[src/rtl/nvCmdPkg.sv]
package nvCmdPkg;
  localparam int SEQ_LEN = 6;
  localparam int STEP_W  = $clog2(SEQ_LEN);
  localparam logic [15:0] STORE_TAIL  = 16'h0F0F;
  localparam logic [15:0] RECALL_TAIL = 16'h0F0E;

  // shared prefix of both sequences, step index 0 .. SEQ_LEN-2
  function automatic logic [15:0] prefixAddr(input int idx);
    case (idx)
      0:       prefixAddr = 16'h0000;
      1:       prefixAddr = 16'h1555;
      2:       prefixAddr = 16'h0AAA;
      3:       prefixAddr = 16'h1FFF;
      4:       prefixAddr = 16'h10F0;
      default: prefixAddr = 16'h0000;
    endcase
  endfunction

  typedef struct packed {
    logic [STEP_W-1:0] step;
    logic              armed;
  } ctlToPath_t;

  typedef struct packed {
    logic acc;
    logic isWrite;
    logic hitNext;
    logic hitHead;
    logic hitStoreTail;
    logic hitRecallTail;
  } pathToCtl_t;
endpackage

[src/rtl/nvCmdPath.sv]
module nvCmdPath
  import nvCmdPkg::*;
#(
  parameter int ADDR_W = 13
) (
  input  logic              clk,
  input  logic              rstN,
  input  logic              accStrobe,
  input  logic [ADDR_W-1:0] accAddr,
  input  logic              accWrite,
  input  ctlToPath_t        ctl,
  output pathToCtl_t        stat
);
  logic prevStrobe;
  logic [SEQ_LEN-1:0] hitVec;

  always_ff @(posedge clk or negedge rstN) begin
    if (!rstN) prevStrobe <= 1'b0;
    else       prevStrobe <= accStrobe;
  end

  for (genvar i = 0; i < SEQ_LEN - 1; i++) begin : g_prefix
    assign hitVec[i] = (accAddr == ADDR_W'(prefixAddr(i)));
  end
  assign hitVec[SEQ_LEN-1] = 1'b0;

  always_comb begin
    stat.acc           = accStrobe & ~prevStrobe & ctl.armed;
    stat.isWrite       = accWrite;
    stat.hitNext       = hitVec[ctl.step];
    stat.hitHead       = hitVec[0];
    stat.hitStoreTail  = (accAddr == ADDR_W'(STORE_TAIL));
    stat.hitRecallTail = (accAddr == ADDR_W'(RECALL_TAIL));
  end
endmodule

[src/rtl/nvCmdCtrl.sv]
module nvCmdCtrl
  import nvCmdPkg::*;
(
  input  logic       clk,
  input  logic       rstN,
  input  pathToCtl_t stat,
  input  logic       xferDone,
  output ctlToPath_t ctl,
  output logic       storeStart,
  output logic       recallStart,
  output logic       busy,
  output logic       ioEnable
);
  localparam logic [STEP_W-1:0] LAST = STEP_W'(SEQ_LEN - 1);

  logic [STEP_W-1:0] step, nStep;
  logic nBusy, nStore, nRecall;

  always_comb begin
    nStep   = step;
    nBusy   = busy;
    nStore  = 1'b0;
    nRecall = 1'b0;
    if (busy) begin
      if (xferDone) begin
        nBusy = 1'b0;
        nStep = '0;
      end
    end else if (stat.acc) begin
      if (stat.isWrite) begin
        nStep = '0;
      end else if (step == LAST) begin
        if (stat.hitStoreTail) begin
          nStore = 1'b1;
          nBusy  = 1'b1;
          nStep  = '0;
        end else if (stat.hitRecallTail) begin
          nRecall = 1'b1;
          nBusy   = 1'b1;
          nStep   = '0;
        end else begin
          nStep = stat.hitHead ? STEP_W'(1) : '0;
        end
      end else if (stat.hitNext) begin
        nStep = step + STEP_W'(1);
      end else begin
        nStep = stat.hitHead ? STEP_W'(1) : '0;
      end
    end
  end

  always_ff @(posedge clk or negedge rstN) begin
    if (!rstN) begin
      step        <= '0;
      busy        <= 1'b0;
      ioEnable    <= 1'b1;
      storeStart  <= 1'b0;
      recallStart <= 1'b0;
    end else begin
      step        <= nStep;
      busy        <= nBusy;
      ioEnable    <= ~nBusy;
      storeStart  <= nStore;
      recallStart <= nRecall;
    end
  end

  assign ctl.step  = step;
  assign ctl.armed = ~busy;
endmodule

[src/rtl/nvCmdDetect.sv]
module nvCmdDetect
  import nvCmdPkg::*;
#(
  parameter int ADDR_W = 13
) (
  input  logic              clk,
  input  logic              rstN,
  input  logic              accStrobe,
  input  logic [ADDR_W-1:0] accAddr,
  input  logic              accWrite,
  input  logic              xferDone,
  output logic              storeStart,
  output logic              recallStart,
  output logic              busy,
  output logic              ioEnable
);
  ctlToPath_t ctl;
  pathToCtl_t stat;

  nvCmdPath #(.ADDR_W(ADDR_W)) u_path (
    .clk(clk), .rstN(rstN), .accStrobe(accStrobe), .accAddr(accAddr),
    .accWrite(accWrite), .ctl(ctl), .stat(stat)
  );

  nvCmdCtrl u_ctrl (
    .clk(clk), .rstN(rstN), .stat(stat), .xferDone(xferDone), .ctl(ctl),
    .storeStart(storeStart), .recallStart(recallStart), .busy(busy),
    .ioEnable(ioEnable)
  );
endmodule

[config.mk]
export PLATFORM = sky130hd
export DESIGN_NAME = nvCmdDetect
export DESIGN_NICKNAME = d
export VERILOG_FILES = /design/src/rtl/nvCmdPkg.sv /design/src/rtl/nvCmdPath.sv /design/src/rtl/nvCmdCtrl.sv /design/src/rtl/nvCmdDetect.sv
export SDC_FILE = /design/constraint.sdc
export NUM_CORES = 1
export LEC_CHECK = 0
export BUFFER_PORTS_ARGS = -buffer_cell sky130_fd_sc_hd__buf_2
export CORE_MARGIN = 2
export CORE_UTILIZATION = 40
export DETAILED_ROUTE_END_ITERATION = 8
export PLACE_DENSITY = 0.68
export SLEW_MARGIN = 20
export SYNTH_ARGS = -nofsm -noshare
export SYNTH_HDL_FRONTEND = slang
export SYNTH_SLANG_ARGS = --single-unit
[constraint.sdc]
create_clock -name clk -period 2.2 [get_ports clk]
set_clock_uncertainty 0.15 [all_clocks]
set_input_delay 0.11 -clock clk [delete_from_list [all_inputs] [get_ports clk]]
set_output_delay 0.11 -clock clk [all_outputs]
set_load 0.005 [all_outputs]
==> run metrics <==
status complete, no violations; Crit Path Max Fanout 7; final worst slack 0.300 ns; die height 40.5 um; Place WS 0.0559 ns; RR Endpoint u_ctrl.step[0]$_DFFE_PN0P_; mux contribution to synthesized area 0%; row count 13; post-synthesis xor/xnor area fraction 0%; hold worst-path end u_ctrl.step[1]$_DFFE_PN0P_; Placed Cells 94; HP Start accWrite; Initial Utilization 41.9%; via count 535; post-layout minimum cycle time 1.90 ns; Synth Area in Compound Gates 16.5%; routed wire length 1280 um; clock buffer count from CTS 3; Hold Path Class input pin to flip-flop; clk_lat worst skew 0.27 ns; Pre-antenna DRT Iters 4; syn_nets 78; total global routing overflow 0; Gates resized, CTS repair 0; Ant. Diodes 0; P&R area growth vs syn 35.8%; Min Hold Slack 0.0409 ns; via-per-instance ratio 5.25; post-route DRC violation count 0; CTS clk-pin slew, worst paths 0.06 ns; simple-gate area share of the yosys netlist 38.1%; Die Area 0.00164 mm^2; CTS Buffer Depth 2; Worst setup EP type flip-flop; total global-route track usage 19.0%; setup violators final 0; Netlist cell types 26; RSZ-0062 raised after global routing false; setup tns final 0 ns; Max Freq 0.526 GHz; adder-cell share of the synthesized area 4.71%; Syn Std Cell Area 532 um^2; element type at the critical path start flip-flop; critical path arrival 1.92 ns; Die Wd 40.5 um; max cap viols 0; RD Place Congestion 0.793; Synth Instances 58; main combinational cell family by area after synthesis simple AND/OR/NAND/NOR gates; fraction of layout instances using a drive strength above 1 35.6%; non-filler cells, final 102; cell area after layout 722 um^2; core region area 0.00127 mm^2; H-tree depth 1; Leak 0.313 nW; register area share after synthesis 37.9%; final net count 108; Mapped Avg Cell Area 9.17 um^2; RR Startpoint u_ctrl.step[0]$_DFFE_PN0P_; first-pass GRT wire length 1900 um; final hold violations 0; CP Class flip-flop to flip-flop; ANT nets after route 0; setup slack, reg-to-reg 0.30 ns; TritonCTS clock tree done; Ys Warns 0; critical path data required time 2.22 ns; hold path depth 3; period utilization 86.4%; pin count of the biggest net entering global routing 9; Avg WL per Cell 12.6 um; peak supply drop 0.270 mV; IO Port Bufs 21; clk root buf clkbuf_4; register bit total from synthesis 8; DP HPWL 989 um; vias in the first global route 458; initial antenna violation count 0; relative slew slack 70.6%; CTS sink count 8; Top Ports 22; initial DRC count 8; Pwr Density 438 mW/mm^2; placed inst area 656 um^2; Slew Limit Fails 0; worst-margin pin slew 0.437 ns; number of setup buffers added after CTS 0; Reg2Reg Depth 6
worst max-delay path: stages, from the launching register on:
cell	delay [ns]
dfrtp_1	0.51
nand2_1	0.11
nor3_1	0.23
a21oi_1	0.15
a2111oi_4	0.34
a21oi_2	0.08
o311ai_1	0.23
per-stage QoR:
stage               power (W)  utilization (%)
finish               0.000316             56.9
global route         0.000335             56.9
CTS                  0.000319             56.9
detailed placement   0.000187             51.7
global placement     0.000186             51.7
floorplan            0.000162                -
power breakdown:
group	internal (W)	switching [W]	leakage, nW
Sequential	0.000148	0.000000142	0.106
Clock	0.0000697	0.0000561	0.0150
Combinational	0.0000204	0.0000214	0.192
synth_stat cells:
cell type,number,area [um^2]
o21ai_0,1,5.00
nand3_2,1,10.0
a2111oi_4,1,27.5
o31ai_1,1,7.51
nor2_1,7,26.3
or3_1,1,6.26
nand3_1,3,15.0
nand2b_1,2,12.5
dfstp_2,1,26.3
nor3_4,2,32.5
o21a_1,1,7.51
nand2_1,6,22.5
or4_1,2,15.0
inv_1,4,15.0
a21oi_2,1,8.76
or4_4,1,11.3
dfrtp_1,7,175
a211oi_1,1,7.51
nor4_1,1,6.26
nand3b_1,1,7.51
nor3_1,5,25.0
o21ai_1,1,5.00
o311ai_1,1,8.76
nand4_1,2,12.5
a21oi_1,2,10.0
ha_1,2,25.0
flip-flops by register name (all words and copies together) (netlist names):
| name | flops |
|---|---|
| u_ctrl.step | 3 |
| u_ctrl.recallStart | 1 |
| u_ctrl.storeStart | 1 |
| u_ctrl.ioEnable | 1 |
| u_ctrl.busy | 1 |
| u_path.prevStrobe | 1 |
worst max-delay path by stage:
stage	from	end	cells after the start
2_1_floorplan	accAddr[1]	u_ctrl.step[0]$_DFFE_PN0P_	6
4_1_cts	u_ctrl.step[0]$_DFFE_PN0P_	u_ctrl.step[0]$_DFFE_PN0P_	6
3_3_place_gp	accAddr[1]	u_ctrl.step[0]$_DFFE_PN0P_	7
6_report	u_ctrl.step[0]$_DFFE_PN0P_	u_ctrl.step[0]$_DFFE_PN0P_	6
3_5_place_dp	accAddr[0]	u_ctrl.step[0]$_DFFE_PN0P_	7
5_1_grt	u_ctrl.step[1]$_DFFE_PN0P_	u_ctrl.step[2]$_DFFE_PN0P_	7
cell families after synthesis:
logic type	count (synthesis)
AND/OR/NAND/NOR	34
AO/OA/AOI/OAI	10
flip-flops	8
buffers and inverters	4
adder cells (fa/ha/maj)	2
area by class of cell:
cell class / count / area, um^2
fill: 107 / 547
tap: 15 / 18.8
clock buffer: 4 / 26.3
sequential: 8 / 201
timing repair buffer: 25 / 145
inverter: 4 / 15.0
multi-input combinational: 46 / 315
routing by layer:
layer  GRT usage, %  vias up  share of wire, %
li1               -      270                 -
met1           19.2      241                41
met2           32.5       20                49
met3           8.33        4               8.3
met4           10.0        0               1.6
met5              0        -                 0
timing repair:
item	CTS	global route
hold endpoints to repair	12	0
setup endpoints to repair	0	0
hold buffers	4	0
cells in the final DEF (no fill, tap or decap), types with 2 or more instances in the layout:
master and count:
nor2_1 7, buf_2 21, nor3_4 2, nand3_1 3
clkbuf_4 3, dfrtp_1 7, nand2b_1 2, nor3_1 5
or4_1 2, dlygate4sd3_1 4, a21oi_1 2, nand2_1 6
nand4_1 2, inv_1 4, ha_1 2
Note: power is estimated with default switching activity, not from simulation.
